===== src/rtl/skipscan_pkg.sv =====
package skipscan_pkg;

   typedef enum logic [2:0] {
      ST_IDLE    = 3'd0,
      ST_CODE_HI = 3'd1,
      ST_CODE_LO = 3'd2,
      ST_LOAD    = 3'd3,
      ST_STEP    = 3'd4,
      ST_FIN     = 3'd5
   } seq_state_t;

endpackage


===== src/rtl/skipscan_code_dec.sv =====
module skipscan_code_dec (
   input  logic clk,
   input  logic rst_n,
   input  logic clear,
   input  logic take_hi,
   input  logic take_lo,
   input  logic bit_in,
   output logic skip
);

   logic hi_q;
   logic run_q;

   always_ff @(posedge clk or negedge rst_n) begin
      if (!rst_n) begin
         hi_q <= 1'b0;
      end else if (take_hi) begin
         hi_q <= bit_in;
      end
   end

   // Skip if a run is open or the second code bit is 1.
   assign skip = run_q | bit_in;

   always_ff @(posedge clk or negedge rst_n) begin
      if (!rst_n) begin
         run_q <= 1'b0;
      end else if (clear) begin
         run_q <= 1'b0;
      end else if (take_lo) begin
         run_q <= skip & hi_q;
      end
   end

   // a run opens only after a first code bit of 1
   a_r7_run_from_hi: assert property (@(posedge clk) disable iff (!rst_n)
      $rose(run_q) |-> $past(hi_q));

endmodule


===== src/rtl/skipscan_beat_cnt.sv =====
module skipscan_beat_cnt #(
   parameter int SEG_LEN = 5
) (
   input  logic clk,
   input  logic rst_n,
   input  logic run,
   output logic last
);

   generate
      if (SEG_LEN < 1) begin : g_bad_len
         $error("SEG_LEN must be at least 1");
      end

      if (SEG_LEN == 1) begin : g_single
         assign last = run;
      end else begin : g_count
         localparam int CNT_W = $clog2(SEG_LEN);
         localparam logic [CNT_W-1:0] CNT_TOP = CNT_W'(SEG_LEN - 1);
         logic [CNT_W-1:0] cnt_q;

         always_ff @(posedge clk or negedge rst_n) begin
            if (!rst_n) begin
               cnt_q <= '0;
            end else if (run) begin
               cnt_q <= (cnt_q == CNT_TOP) ? '0 : cnt_q + 1'b1;
            end
         end

         assign last = run && (cnt_q == CNT_TOP);

         // beat count never exceeds the segment length
         a_r3_cnt_range: assert property (@(posedge clk) disable iff (!rst_n)
            cnt_q <= CNT_TOP);
         // counter is back at zero whenever the load phase is not running
         a_r3_cnt_idle_zero: assert property (@(posedge clk) disable iff (!rst_n)
            !run |-> cnt_q == '0);
      end
   endgenerate

endmodule


===== src/rtl/skipscan_pos_track.sv =====
module skipscan_pos_track #(
   parameter int NCOL = 4,
   parameter int NROW = 3
) (
   input  logic clk,
   input  logic rst_n,
   input  logic clear,
   input  logic step,
   output logic col_end,
   output logic at_last
);

   localparam int CW = (NCOL > 1) ? $clog2(NCOL) : 1;
   localparam logic [CW-1:0] COL_TOP = CW'(NCOL - 1);

   logic [CW-1:0] col_q;
   logic          row_end;

   generate
      if (NCOL < 2) begin : g_bad_col
         $error("NCOL must be at least 2");
      end
      if (NROW < 1) begin : g_bad_row
         $error("NROW must be at least 1");
      end
   endgenerate

   always_ff @(posedge clk or negedge rst_n) begin
      if (!rst_n) begin
         col_q <= '0;
      end else if (clear) begin
         col_q <= '0;
      end else if (step) begin
         col_q <= col_end ? '0 : col_q + 1'b1;
      end
   end

   assign col_end = (col_q == COL_TOP);

   generate
      if (NROW > 1) begin : g_rows
         localparam int RW = $clog2(NROW);
         localparam logic [RW-1:0] ROW_TOP = RW'(NROW - 1);
         logic [RW-1:0] row_q;

         always_ff @(posedge clk or negedge rst_n) begin
            if (!rst_n) begin
               row_q <= '0;
            end else if (clear) begin
               row_q <= '0;
            end else if (step && col_end) begin
               row_q <= row_end ? '0 : row_q + 1'b1;
            end
         end

         assign row_end = (row_q == ROW_TOP);

         // a step out of a non-final row's last column moves the row on
         a_r8_row_moves: assert property (@(posedge clk) disable iff (!rst_n)
            (step && col_end && !row_end && !clear) |=> row_q == $past(row_q) + 1'b1);
      end else begin : g_one_row
         assign row_end = 1'b1;
      end
   endgenerate

   assign at_last = col_end & row_end;

   // a step taken in the last column wraps the column to zero
   a_r8_col_wrap: assert property (@(posedge clk) disable iff (!rst_n)
      (step && col_end) |=> col_q == '0);

endmodule


===== src/rtl/skipscan_seq.sv =====
module skipscan_seq #(
   parameter int NCOL    = 4,
   parameter int NROW    = 3,
   parameter int SEG_LEN = 5
) (
   input  logic clk,
   input  logic rst_n,
   input  logic start,
   input  logic skip_mode,
   input  logic scan_in,
   output logic shift_en,
   output logic col_adv,
   output logic row_adv,
   output logic done
);

   import skipscan_pkg::*;

   seq_state_t state_q, state_d;
   logic       mode_q;
   logic       begin_pat;
   logic       code_skip;
   logic       beat_last;
   logic       col_end;
   logic       at_last;

   assign begin_pat = (state_q == ST_IDLE) && start;

   always_ff @(posedge clk or negedge rst_n) begin
      if (!rst_n) begin
         mode_q <= 1'b0;
      end else if (begin_pat) begin
         mode_q <= skip_mode;
      end
   end

   skipscan_code_dec u_code (
      .clk     (clk),
      .rst_n   (rst_n),
      .clear   (begin_pat),
      .take_hi (state_q == ST_CODE_HI),
      .take_lo (state_q == ST_CODE_LO),
      .bit_in  (scan_in),
      .skip    (code_skip)
   );

   skipscan_beat_cnt #(.SEG_LEN(SEG_LEN)) u_beats (
      .clk   (clk),
      .rst_n (rst_n),
      .run   (state_q == ST_LOAD),
      .last  (beat_last)
   );

   skipscan_pos_track #(.NCOL(NCOL), .NROW(NROW)) u_pos (
      .clk     (clk),
      .rst_n   (rst_n),
      .clear   (begin_pat),
      .step    (state_q == ST_STEP),
      .col_end (col_end),
      .at_last (at_last)
   );

   always_comb begin
      state_d = state_q;
      unique case (state_q)
         ST_IDLE:    if (start) state_d = skip_mode ? ST_CODE_HI : ST_LOAD;
         ST_CODE_HI: state_d = ST_CODE_LO;
         ST_CODE_LO: state_d = code_skip ? ST_STEP : ST_LOAD;
         ST_LOAD:    if (beat_last) state_d = ST_STEP;
         ST_STEP: begin
            if (at_last)     state_d = ST_FIN;
            else if (mode_q) state_d = ST_CODE_HI;
            else             state_d = ST_LOAD;
         end
         ST_FIN:     state_d = ST_IDLE;
         default:    state_d = ST_IDLE;
      endcase
   end

   always_ff @(posedge clk or negedge rst_n) begin
      if (!rst_n) state_q <= ST_IDLE;
      else        state_q <= state_d;
   end

   assign shift_en = (state_q == ST_LOAD);
   assign col_adv  = (state_q == ST_STEP);
   assign row_adv  = (state_q == ST_STEP) && col_end;
   assign done     = (state_q == ST_FIN);

   // the end of a load phase is always followed by an advance
   a_r3_load_then_adv: assert property (@(posedge clk) disable iff (!rst_n)
      $fell(shift_en) |-> col_adv);
   // an advance never lasts more than one cycle
   a_r6_single_adv: assert property (@(posedge clk) disable iff (!rst_n)
      col_adv |=> !col_adv);
   // done is a single pulse followed by idle outputs
   a_r9_done_pulse: assert property (@(posedge clk) disable iff (!rst_n)
      done |=> !done && !shift_en && !col_adv);
   // latched mode holds while a pattern runs
   a_r2_mode_held: assert property (@(posedge clk) disable iff (!rst_n)
      (state_q != ST_IDLE) |=> $stable(mode_q));
   // a row strobe never comes without a column strobe
   a_r8_row_with_col: assert property (@(posedge clk) disable iff (!rst_n)
      row_adv |-> col_adv);

endmodule


===== config.mk =====
export PLATFORM = sky130hd
export DESIGN_NAME = skipscan_seq
export DESIGN_NICKNAME = d
export VERILOG_FILES = /design/src/rtl/skipscan_pkg.sv /design/src/rtl/skipscan_code_dec.sv /design/src/rtl/skipscan_beat_cnt.sv /design/src/rtl/skipscan_pos_track.sv /design/src/rtl/skipscan_seq.sv
export SDC_FILE = /design/constraint.sdc
export NUM_CORES = 1
export LEC_CHECK = 0
export BUFFER_PORTS_ARGS = -buffer_cell sky130_fd_sc_hd__clkbuf_2
export CORE_MARGIN = 2
export CORE_UTILIZATION = 50
export DETAILED_ROUTE_END_ITERATION = 10
export HOLD_SLACK_MARGIN = 0.03
export MAX_ROUTING_LAYER = met4
export PLACE_DENSITY = 0.7
export SYNTH_ARGS = -nofsm -noshare
export SYNTH_HDL_FRONTEND = slang
export SYNTH_SLANG_ARGS = --single-unit

===== constraint.sdc =====
create_clock -name clk -period 2 [get_ports clk]
set_input_delay 0.3 -clock clk [delete_from_list [all_inputs] [get_ports clk]]
set_output_delay 0.3 -clock clk [all_outputs]
set_load 0.05 [all_outputs]

Yosys cells after proc, flatten, opt, wreduce, memory -nomap -nowiden
Cells that the tools add are included.
{ "word_totals": {"regBits": 13, "inputBits": 5, "out_inout_bits": 4} }
{ "op_classes": {"addsub": 3, "eq_ne": 10, "mux": 16, "n_bitwise": 3, "n_reduce_logical": 8} }
{ "op_table": {"columns": ["operator", "n"], "rows": [
  ["$mux 2", 8],
  ["$mux 3", 5],
  ["$pmux 3 s5", 1],
  ["$eq 3x3->1 const B", 3],
  ["$eq 3x2->1 const B", 2],
  ["$reduce_bool 2->1", 3],
  ["$add 2x1->2 const B", 2],
  ["$eq 2x2->1 const B", 2],
  ["$ne 2x2->1 const B", 2],
  ["$add 3x1->3 const B", 1],
  ["$eq 3x1->1 const B", 1],
  ["$logic_and 1x1->1", 3],
  ["$logic_not 3->1", 1],
  ["$and 1x1->1", 2],
  ["$mux 1", 2],
  ["$reduce_and 2->1", 1],
  ["$or 1x1->1", 1]
]} }

Depth between registers and ports, before layout
Gate-level depths: netlist of the first run.
{ "logic_depth": {"ltp_word": 4, "mapped_depth": 5} }

Modules after synthesis
Synthesis of the first run repeated with hierarchy kept, for this count alone.
{ "unflattened": {"cells_unflattened": 75, "hier_area_um2": 767.0} }
{ "by_module_without_submodules": {"columns": ["module", "n_inst", "cells_each", "area_per_inst_um2"], "rows": [
  ["skipscan_seq", 1, 34, 297.8],
  ["skipscan_pos_track", 1, 17, 209.0],
  ["skipscan_beat_cnt", 1, 17, 167.7],
  ["skipscan_code_dec", 1, 7, 92.6]
]} }

Worst setup path after synthesis of the first run
No wires, ideal clock.
{ "synth_path": {"path_type": "reg2reg", "start": "register u_pos.col_q[0]", "end": "register u_pos.g_rows.row_q[0]", "setup_ps": 132, "arrival_ps": 1373, "t_required_ps": 1868, "slack_ps": 495, "path_stages_with_launch": 5, "n_path_buf": 0, "period_less_slack_ps": 1505, "path_cell_list": "dfrtp_1 -> ha_1 -> and4bb_1 -> mux2i_1 -> nor2_1"} }
{ "synth_via": {"elab_chain_cells": 3} }
{ "synth_lines": {"columns": ["element", "line_no", "text"], "rows": [
  ["from (decl)", "skipscan_pos_track.sv:16", "logic [CW-1:0] col_q;"],
  ["from (signal assigned)", "skipscan_pos_track.sv:34", "col_q <= col_end ? '0 : col_q + 1'b1;"],
  ["$eq 2x2->1", "skipscan_pos_track.sv:38", "assign col_end = (col_q == COL_TOP);"],
  ["$logic_and 1x1->1", null, null],
  ["named net row_adv", "skipscan_seq.sv:13", "output logic row_adv,"],
  ["$reduce_bool 2->1 (no line)", null, null],
  ["to (signal assigned)", "skipscan_pos_track.sv:52", "row_q <= row_end ? '0 : row_q + 1'b1;"],
  ["to (decl)", "skipscan_pos_track.sv:44", "logic [RW-1:0] row_q;"]
]} }
The timed path passes the listed nets, and every way through them passes these cells.
A chain may end at the register's enable or synchronous reset.

Final worst setup path of the first run
{ "layout_path": {"start": "register state_q[2]", "end": "output port shift_en"} }
{ "layout_via": {"elab_chain_cells": 1} }
{ "layout_lines": {"columns": ["element", "line_no", "text"], "rows": [
  ["from (decl)", "skipscan_seq.sv:19", "seq_state_t state_q, state_d;"],
  ["from (signal assigned)", "skipscan_seq.sv:82", "else state_q <= state_d;"],
  ["$eq 3x2->1", "skipscan_seq.sv:85", "assign shift_en = (state_q == ST_LOAD);"],
  ["to (decl)", "skipscan_seq.sv:11", "output logic shift_en,"]
]} }
Every way passes these cells.

==> impl_metrics.sql, run 1 <==
INSERT INTO impl_metrics (metric_group, metric, value, unit) VALUES
('run_status', 'status', 'complete, no violations', ''),
('floorplan', 'design.portCount', '9', ''),
('place', 'dp_hpwl', '947.3', 'um'),
('floorplan', 'die_w', '42.46', 'um'),
('clock_tree', 'cts.sink_count', '13', ''),
('finish', 'layout-drive-gt1-share', '21.35', '%'),
('drt', 'routed_wirelength', '1261', 'um'),
('drt', 'drt-pass1-iter-count', '4', ''),
('power', 'static-leakage-power', '0.3921', 'nW'),
('floorplan', 'die_area', '1802', 'um2'),
('power', 'p_sw_share', '40.92', '%'),
('global_routing', 'grt_most_used_layer', 'met2', ''),
('global_routing', 'use_met2', '27.69', '%'),
('drt', 'routedWlPerCell', '12.13', 'um'),
('timing', 'slew_violations', '0', ''),
('clock_tree', 'cts.htree.levels', '1', ''),
('place', 'gp_congestion', '0.8106', ''),
('critical_path', 'critPathKind', 'reg2out', ''),
('logic_synthesis', 'postSynthNetCount', '84', ''),
('clock_tree', 'cts-buffers-inserted', '3', ''),
('critical_path', 'critical_path.endpoint_type', 'output port', ''),
('global_routing', 'grt_first_pass_wirelength', '2221', 'um'),
('logic_synthesis', 'post_synth.cell_area_avg', '9.730', 'um2'),
('power', 'comb_power_share', '49.4', '%'),
('finish', 'layout.core_utilization', '63.32', '%'),
('drt', 'via_count', '585', ''),
('power', 'internal-power', '682.3', 'uW'),
('clock_tree', 'tritoncts', 'built', ''),
('logic_synthesis', 'synth-seq-area-share', '43.99', '%'),
('power', 'p_sw', '472.5', 'uW'),
('timing', 'finalHoldViolCount', '0', ''),
('finish', 'nFillCells', '112', ''),
('timing', 'timing.final.crit_share', '89.62', '%'),
('clock_tree', 'cts-root-to-sink-buffers', '2', ''),
('finish', 'flow.area_growth_from_synthesis', '14.21', '%'),
('timing', 'final_period_minus_worst_setup_slack', '1792', 'ps'),
('global_routing', 'gr-usage-all-layers', '17.05', '%'),
('global_routing', 'use_met3', '7.759', '%'),
('timing', 'fin_setup_tns', '0', 'ps'),
('floorplan', 'core-area', '1334', 'um2'),
('logic_synthesis', 'portion_of_synthesized_cell_area_occupied_by_the_leading_cell_type', '43.99', '%'),
('clock_tree', 'root_buffer', 'clkbuf_4', ''),
('place', 'place.port_buffers', '8', ''),
('logic_synthesis', 'synth_top_cells_by_area', 'dfrtp_1, ha_1, nand2_1, o21ai_1, nor4b_4', ''),
('clock_tree', 'path_clk_slew', '70', 'ps'),
('timing', 'hold_ws', '268.1', 'ps'),
('power', 'vdd_drop_max', '820.7', 'uV'),
('logic_synthesis', 'syn-instance-count', '76', ''),
('clock_tree', 'clk-insertion-delay-late', '270', 'ps'),
('critical_path', 'worst_ep_arrival_time', '1490', 'ps'),
('timing', 'skew', '0.5732', 'ps'),
('critical_path', 'worst_ep_required_time', '1700', 'ps'),
('logic_synthesis', 'synth_enable_flop_cells', '0', ''),
('hold_path', 'whs_path_depth', '2', ''),
('power', 'pwr-share-clk', '13.6', '%'),
('critical_path', 'largest_fanout_of_any_net_on_the_critical_path', '10', ''),
('logic_synthesis', 'synth_async_sr_flop_share', '100.0', '%'),
('logic_synthesis', 'synth_ff_type', 'dfrtp_1', ''),
('critical_path', 'setup_crit_start_kind', 'register', ''),
('logic_synthesis', 'ys_types', '30', ''),
('hold_path', 'hold_class', 'in2reg', ''),
('finish', 'antenna_cell_count', '0', ''),
('global_routing', 'globalRouteMet1Util', '18.45', '%'),
('floorplan', 'chipHeight', '42.46', 'um'),
('timing', 'rsz0062_at_grt', 'false', ''),
('timing', 'timing.final.setup_violations', '0', ''),
('global_routing', 'grt_overflow', '0', ''),
('critical_path', 'reg2regPathDepth', '4', ''),
('timing', 'timing.max_slew.rel_slack', '77.84', '%'),
('global_routing', 'largest_net_degree_at_the_start_of_global_routing', '14', ''),
('timing', 'max_freq', '557.9', 'MHz');
-- state kept, by name, indices dropped and copies added (netlist names) --
name	count
u_code.run_q	1
u_pos.g_rows.row_q	2
state_q	3
u_code.hi_q	1
mode_q	1
u_pos.col_q	2
u_beats.g_count.cnt_q	3
-- cells by family (layout without fill, tap and decap cells) --
group,after synthesis,in the layout,share of synthesized area [%]
AO/OA/AOI/OAI,19,19,17.26
adder cells (fa/ha/maj),3,3,5.077
buffers and inverters,9,22,5.246
flip-flops,13,13,43.99
multiplexers,3,3,4.399
AND/OR/NAND/NOR,29,29,24.03
-- worst paths after layout --
path / startpoint / to / slack, ps
min in group asynchronous: rst_n / u_pos.col_q[1] / 440
setup / recovery: state_q[2] / shift_en / 210
hold reg to reg: u_code.hi_q / u_code.hi_q / 490
hold / removal: skip_mode / mode_q / 270
setup reg to reg: state_q[0] / state_q[1] / 590
max in group asynchronous: rst_n / u_code.hi_q / 1320
-- critical path: stages (launching register included) --
cell and delay [ps]:
dfrtp_1 410, buf_4 180, nand3b_1 210, inv_2 130, clkbuf_2 280
-- through the flow --
stage	cell area [um2]	instances	power, mW	setup WS, ps
2_1_floorplan	739.5	76	0.8721	495.3
3_3_place_gp	808.3	99	0.9927	528.0
3_5_place_dp	808.3	99	1.003	506.9
4_1_cts	844.6	104	1.168	197.3
5_1_grt	844.6	104	1.246	139.7
6_report	844.6	104	1.155	207.6
-- cell type report --
| class | instances | area, um2 | area share (%) |
|---|---|---|---|
| multi-input combinational | 54 | 375.4 | 44.44 |
| sequential | 13 | 325.3 | 38.52 |
| timing repair buffer | 13 | 80.08 | 9.481 |
| clock buffer | 4 | 26.28 | 3.111 |
| inverter | 5 | 18.77 | 2.222 |
| tap | 15 | 18.77 | 2.222 |
-- timing repair --
action,4_1_cts,5_1_grt
resized for setup,0,0
endpoints found under the hold margin,13,0
hold buffers,1,0
-- per-layer routing --
metal | vias up | share of wire [%] | wire (um)
met3 | 2 | 5.0 | 63
li1 | 300 | - | -
met5 | - | 0 | 0
met1 | 272 | 46 | 580
met4 | 0 | 0.79 | 10
met2 | 11 | 48 | 607
-- layout by cell type, fill, tap and decap left out, drive strengths merged --
cell type	netlist	routed
nor3b	1	1
a221oi	1	1
and4bb	1	1
buf	4	4
inv	5	5
a311oi	1	1
nor4	1	1
o32ai	1	1
o2bb2ai	2	2
dfrtp	13	13
clkbuf	0	12
a21oi	4	4
nand2	7	7
nand3b	2	2
o21a	1	1
mux2	2	2
nand3	2	2
o21ai	8	8
nor2	6	6
dlygate4sd3	0	1
nand2b	2	2
o31a	1	1
nor3	1	1
ha	3	3
or3b	1	1
nor4b	1	1
or3	2	2
and3	1	1
mux2i	1	1
and3b	1	1
-- power groups by stage --
stage          logic [mW]  registers [mW]  clock network (mW)
5_1_grt             0.630           0.441               0.174
2_1_floorplan       0.441           0.431                   0
6_report            0.571           0.427               0.157
3_5_place_dp        0.570           0.434                   0
3_3_place_gp        0.564           0.428                   0
4_1_cts             0.575           0.429               0.164
Power figures use the tool's default switching activity.
==> inputs of run 2 (changes only) <==
--- a/config.mk
+++ b/config.mk
@@ -6,12 +6,13 @@
 export NUM_CORES = 1
 export LEC_CHECK = 0
 export BUFFER_PORTS_ARGS = -buffer_cell sky130_fd_sc_hd__clkbuf_2
-export CORE_MARGIN = 2
-export CORE_UTILIZATION = 50
+export CORE_AREA = 2 2 39 41
+export CTS_BUF_LIST = sky130_fd_sc_hd__clkbuf_16
 export DETAILED_ROUTE_END_ITERATION = 10
+export DIE_AREA = 0 0 41 43
 export HOLD_SLACK_MARGIN = 0.03
 export MAX_ROUTING_LAYER = met4
-export PLACE_DENSITY = 0.7
+export PLACE_DENSITY = 0.77
 export SYNTH_ARGS = -nofsm -noshare
 export SYNTH_HDL_FRONTEND = slang
 export SYNTH_SLANG_ARGS = --single-unit
==> run 2 against run 1 <==
Effect of this change:
- clock skew increased by 1.6 ps
- clock-buffer cell count fell by 1
- register-to-register slack got worse by 50 ps
- non-clock buffer count is 1 lower
- critical path depth shrank 1
- wire length is 11% higher
- clock power is 140% higher
- setup slack improved by 46 ps
- final area grew 5.5%
- cell count unchanged
==> impl_metrics.sql, run 2 (same netlist as run 1, synthesis figures left out) <==
INSERT INTO impl_metrics (metric_group, metric, value, unit) VALUES
('critical_path', 'slowest_delay', '470', 'ps'),
('clock_tree', 'path_clk_slew', '50', 'ps'),
('critical_path', 'worstPathCellList', 'or3b_1 -> inv_2 -> clkbuf_2', ''),
('timing', 'timing.final.crit_share', '87.33', '%'),
('timing', 'fin_setup_tns', '0', 'ps'),
('timing', 'final_period_minus_worst_setup_slack', '1747', 'ps'),
('floorplan', 'die_w', '41', 'um'),
('floorplan', 'design.portCount', '9', ''),
('timing', 'pin_slew_with_the_least_headroom_to_its_limit', '382.5', 'ps'),
('place', 'placedCellCount', '99', ''),
('timing', 'timing.max_slew.rel_slack', '74.39', '%'),
('floorplan', 'std_cell_rows', '14', ''),
('global_routing', 'gr-usage-all-layers', '21.85', '%'),
('clock_tree', 'cts.htree.levels', '1', ''),
('power', 'static-leakage-power', '0.4141', 'nW'),
('clock_tree', 'cts-root-to-sink-buffers', '2', ''),
('drt', 'routed_wirelength', '1404', 'um'),
('critical_path', 'worst_ep_arrival_time', '1450', 'ps'),
('clock_tree', 'cts-buffers-inserted', '3', ''),
('finish', 'commonest_non_fill_non_tap_cells_in_the_layout', 'dfrtp_1, clkbuf_2, nand2_1', ''),
('clock_tree', 'root_buffer', 'clkbuf_16', ''),
('drt', 'avgViaCountPerCell', '5.577', ''),
('critical_path', 'crit_path_start', 'state_q[0]', ''),
('hold_path', 'hold_class', 'in2reg', ''),
('run_status', 'status', 'complete, no violations', ''),
('finish', 'finalNetCount', '97', ''),
('critical_path', 'timing.reg2reg.setup_slack', '540', 'ps'),
('critical_path', 'critPathKind', 'reg2out', ''),
('run', 'max_cap_violations', '0', ''),
('critical_path', 'setup_crit_start_kind', 'register', ''),
('critical_path', 'reg2regPathDepth', '3', ''),
('timing', 'finalHoldViolCount', '0', ''),
('drt', 'antenna_violating_nets_post_route', '0', ''),
('drt', 'drt_iter0_drc', '18', ''),
('place', 'place.port_buffers', '8', ''),
('floorplan', 'core-area', '1384', 'um2'),
('clock_tree', 'cts.sink_count', '13', ''),
('drt', 'routedWlPerCell', '13.50', 'um'),
('global_routing', 'antenna_found_initial', '0', ''),
('floorplan', 'chipHeight', '43', 'um'),
('finish', 'flow.area_growth_from_synthesis', '20.47', '%'),
('finish', 'antenna_cell_count', '0', ''),
('timing', 'slew_violations', '0', ''),
('finish', 'layout_commonest_cell', 'dfrtp_1', ''),
('critical_path', 'worst_ep_required_time', '1700', 'ps'),
('finish', 'final_cells', '104', ''),
('power', 'pwr_density_cell', '1548', 'nW/um2'),
('floorplan', 'die_area', '1763', 'um2'),
('global_routing', 'largest_net_degree_at_the_start_of_global_routing', '14', ''),
('timing', 'rsz0062_at_grt', 'false', ''),
('timing', 'timing.final.setup_violations', '0', ''),
('critical_path', 'critical_path.endpoint_type', 'output port', ''),
('critical_path', 'largest_fanout_of_any_net_on_the_critical_path', '6', ''),
('global_routing', 'grt_overflow', '0', ''),
('power', 'overall_power', '1.379', 'mW'),
('critical_path', 'r2r_end', 'mode_q', ''),
('drt', 'via_count', '580', ''),
('power', 'vdd_drop_max', '806.7', 'uV'),
('hold_path', 'whs_path_depth', '2', ''),
('place', 'dp_hpwl', '946.1', 'um'),
('critical_path', 'crit-reg2reg-launch', 'state_q[2]', ''),
('global_routing', 'grt_first_pass_wirelength', '2442', 'um'),
('floorplan', 'initial_utilization', '53.44', '%'),
('timing', 'max_freq', '572.5', 'MHz'),
('clock_tree', 'cts_setup_buffers', '0', ''),
('drt', 'drc_errors', '0', ''),
('clock_tree', 'tritoncts', 'built', ''),
('global_routing', 'first_global_vias', '571', ''),
('place', 'gp_congestion', '0.7615', ''),
('finish', 'layout-drive-gt1-share', '20.45', '%'),
('critical_path', 'cp_max_delay_cell', 'or3b_1', ''),
('clock_tree', 'clk-insertion-delay-late', '240', 'ps'),
('finish', 'biggestRegsByFlops', 'state_q x3, u_beats.g_count.cnt_q x3', ''),
('timing', 'skew', '2.186', 'ps'),
('critical_path', 'crit_end', 'col_adv', ''),
('drt', 'drt-pass1-iter-count', '4', '');
run 2: repair_timing:
action,in CTS,in global routing
hold buffers,1,0
hold endpoints to repair,13,0
resized for setup,0,0
run 2: worst min path at each step:
| stage | start | end | slack [ps] |
|---|---|---|---|
| 2_1_floorplan | rst_n | mode_q | 4 |
| 3_3_place_gp | rst_n | u_pos.g_rows.row_q[1] | 200 |
| 3_5_place_dp | rst_n | u_pos.col_q[0] | 210 |
| 4_1_cts | skip_mode | mode_q | 320 |
| 5_1_grt | skip_mode | mode_q | 330 |
| 6_report | skip_mode | mode_q | 320 |
run 2: cell type report:
type                            count  area [um2]
Clock buffer                        3       75.07
Multi-Input combinational cell     54       375.4
Tap cell                           16       20.02
Inverter                            5       18.77
Clock inverter                      1       3.754
Fill cell                         106       493.0
Sequential cell                    13       325.3
Timing Repair Buffer               12       72.57
run 2: report_power, final:
| group | leakage (nW) | internal [mW] | switching [mW] |
|---|---|---|---|
| registers | 0.168 | 0.367 | 0.0668 |
| logic | 0.204 | 0.233 | 0.339 |
| clock network | 0.0423 | 0.264 | 0.110 |
run 2: stage by stage:
| step | worst slack (ps) | hold WS (ps) | util [%] | area, um2 |
|---|---|---|---|---|
| 6_report | 253.4 | 321.8 | 64.38 | 890.9 |
| 5_1_grt | 168.7 | 333.6 | 64.38 | 890.9 |
| 4_1_cts | 245.1 | 315.8 | 64.38 | 890.9 |
| 3_5_place_dp | 513.3 | 205.7 | 57.96 | 802.0 |
| 3_3_place_gp | 534.3 | 204.5 | 57.96 | 802.0 |
| 2_1_floorplan | 495.3 | 4.409 | - | 739.5 |
run 2: layer usage:
layer	track usage, %	vias up	part of all wire [%]
li1	-	294	-
met1	26.80	269	44
met2	31.56	15	50
met3	6.283	2	4.6
met4	11.33	0	1.0
met5	-	-	0
run 2: critical path: cells and delay by family (launching register included):
kind | cells | cell delay [ps]
AND/OR/NAND/NOR | 1 | 470
flip-flops | 1 | 370
buffers and inverters | 2 | 360
==> inputs of run 3 (changes only) <==
==> constraint.sdc (replaced) <==
create_clock -name clk -period 2 [get_ports clk]
set_input_delay 0 -clock clk [delete_from_list [all_inputs] [get_ports clk]]
set_output_delay 0 -clock clk [all_outputs]
set_load 0.05 [all_outputs]
==> run 3 against run 2 <==
Effect of this change:
- clock power hardly changed
- register-to-register slack worse by 80 ps
- combinational power fell by 22%
- sequential cell count stayed put
- largest power group is now sequential cells
- first-iteration DRC count is 78% lower
- largest cell class unchanged
- critical endpoint unchanged
- fmax increased by 5.5%
- wire length shrank 9.7%
- worst hold slack got worse by 260 ps
==> impl_metrics.sql, run 3 (same netlist as run 1, synthesis figures left out) <==
INSERT INTO impl_metrics (metric_group, metric, value, unit) VALUES
('run_status', 'status', 'complete, no violations', ''),
('finish', 'finalNetCount', '96', ''),
('clock_tree', 'cts.sink_count', '13', ''),
('floorplan', 'initial_utilization', '53.44', '%'),
('clock_tree', 'path_clk_slew', '40', 'ps'),
('finish', 'antenna_cell_count', '0', ''),
('drt', 'routedWlPerCell', '12.31', 'um'),
('global_routing', 'grt_overflow', '0', ''),
('timing', 'max_freq', '603.9', 'MHz'),
('place', 'dp_hpwl', '893.8', 'um'),
('drt', 'via_count', '577', ''),
('place', 'placedCellCount', '96', ''),
('place', 'gp_congestion', '0.7873', ''),
('drt', 'avgViaCountPerCell', '5.602', ''),
('drt', 'antenna_violating_nets_post_route', '0', ''),
('place', 'dp_slack', '463.8', 'ps'),
('global_routing', 'largest_net_degree_at_the_start_of_global_routing', '15', ''),
('floorplan', 'chipHeight', '43', 'um'),
('timing', 'timing.final.setup_violations', '0', ''),
('timing', 'timing.final.crit_share', '82.79', '%'),
('critical_path', 'worst_ep_arrival_time', '1660', 'ps'),
('critical_path', 'largest_fanout_of_any_net_on_the_critical_path', '14', ''),
('timing', 'final_period_minus_worst_setup_slack', '1656', 'ps'),
('place', 'place.port_buffers', '8', ''),
('finish', 'biggestRegsByFlops', 'state_q x3, u_beats.g_count.cnt_q x3', ''),
('timing', 'pin_slew_with_the_least_headroom_to_its_limit', '452.2', 'ps'),
('finish', 'layout-drive-gt1-share', '17.24', '%'),
('power', 'pwr_density_cell', '1490', 'nW/um2'),
('finish', 'flow.area_growth_from_synthesis', '20.14', '%'),
('drt', 'routed_wirelength', '1268', 'um'),
('run', 'max_cap_violations', '0', ''),
('floorplan', 'core-area', '1384', 'um2'),
('timing', 'skew', '2.466', 'ps'),
('floorplan', 'design.portCount', '9', ''),
('critical_path', 'worst_ep_required_time', '2000', 'ps'),
('floorplan', 'die_w', '41', 'um'),
('clock_tree', 'cts.htree.levels', '1', ''),
('timing', 'finalHoldViolCount', '0', ''),
('timing', 'slew_violations', '0', ''),
('critical_path', 'setup_crit_start_kind', 'register', ''),
('clock_tree', 'clk-insertion-delay-late', '240', 'ps'),
('global_routing', 'first_global_vias', '520', ''),
('finish', 'postLayoutCellArea', '888.4', 'um2'),
('global_routing', 'antenna_found_initial', '0', ''),
('global_routing', 'gr-usage-all-layers', '19.77', '%'),
('finish', 'commonest_non_fill_non_tap_cells_in_the_layout', 'dfrtp_1, clkbuf_2, nand2_1', ''),
('clock_tree', 'cts-root-to-sink-buffers', '2', ''),
('power', 'overall_power', '1.323', 'mW'),
('clock_tree', 'cts-buffers-inserted', '3', ''),
('hold_path', 'hold_class', 'in2reg', ''),
('timing', 'timing.max_slew.rel_slack', '69.85', '%'),
('timing', 'rsz0062_at_grt', 'false', ''),
('drt', 'drt-pass1-iter-count', '4', ''),
('place', 'postPlaceCellArea', '779.5', 'um2'),
('drt', 'drt_iter0_drc', '4', ''),
('power', 'static-leakage-power', '0.4073', 'nW'),
('timing', 'worst_slack', '344.2', 'ps'),
('floorplan', 'die_area', '1763', 'um2'),
('finish', 'layout_commonest_cell', 'dfrtp_1', ''),
('floorplan', 'std_cell_rows', '14', ''),
('power', 'vdd_drop_max', '1114', 'uV'),
('critical_path', 'critical_path.endpoint_type', 'output port', ''),
('timing', 'fin_setup_tns', '0', 'ps'),
('clock_tree', 'cts_setup_buffers', '0', ''),
('clock_tree', 'tritoncts', 'built', ''),
('finish', 'final_cells', '103', ''),
('clock_tree', 'root_buffer', 'clkbuf_16', ''),
('drt', 'drc_errors', '0', ''),
('global_routing', 'grt_first_pass_wirelength', '2194', 'um'),
('critical_path', 'critPathKind', 'reg2out', '');
==> run 3: cell count changes in the layout (fill, tap and decap cells not counted), sizes merged <==
cell,before,now
buf,3,0
dlygate4sd3,1,3
==> run 3: metal layers <==
| layer | vias to the layer above | GRT usage (%) | part of all wire (%) |
|---|---|---|---|
| met5 | - | - | 0 |
| met4 | 0 | 10.00 | 2.3 |
| met3 | 5 | 9.424 | 3.9 |
| met2 | 8 | 26.56 | 45 |
| met1 | 271 | 24.07 | 48 |
| li1 | 293 | - | - |
==> run 3: critical path: stages, from the launching register on <==
cell and delay, ps:
dfrtp_1 520, or3b_1 530, inv_2 90, clkbuf_2 270
==> run 3: metrics by stage <==
step | util, % | hold WS [ps]
2_1_floorplan | - | -295.6
3_3_place_gp | 56.33 | -88.30
3_5_place_dp | 56.33 | -88.61
4_1_cts | 64.20 | 61.95
5_1_grt | 64.20 | 79.12
6_report | 64.20 | 65.26
==> run 3: worst paths after layout <==
kind                             start  slack (ps)        endpoint  cells past startpoint
setup / recovery            state_q[0]         340         col_adv                      3
hold / removal                   start          70      state_q[0]                      3
setup reg to reg            state_q[0]         460      state_q[2]                      3
hold reg to reg            u_code.hi_q         490     u_code.hi_q                      1
max in group asynchronous        rst_n        1580    u_code.run_q                      2
min in group asynchronous        rst_n         180  u_pos.col_q[0]                      2
==> run 3: cell type report <==
type	instances	area [um2]
inverters	5	18.77
clock inverters	1	3.754
well taps	16	20.02
clock buffers	3	75.07
flip-flops and latches	13	325.3
repair buffers	11	70.07
multi-input cells	54	375.4
fillers	118	495.5
==> run 3: report_power, final <==
part / internal [mW] / switching (mW) / total (mW) / leakage [nW]
clock network: 0.263 / 0.108 / 0.372 / 0.0423
registers: 0.365 / 0.141 / 0.506 / 0.168
logic: 0.202 / 0.243 / 0.445 / 0.198
==> run 3: repair_timing <==
action | in CTS | in global routing
resized for setup | 0 | 0
hold buffers | 3 | 0
hold endpoints to repair | 15 | 0
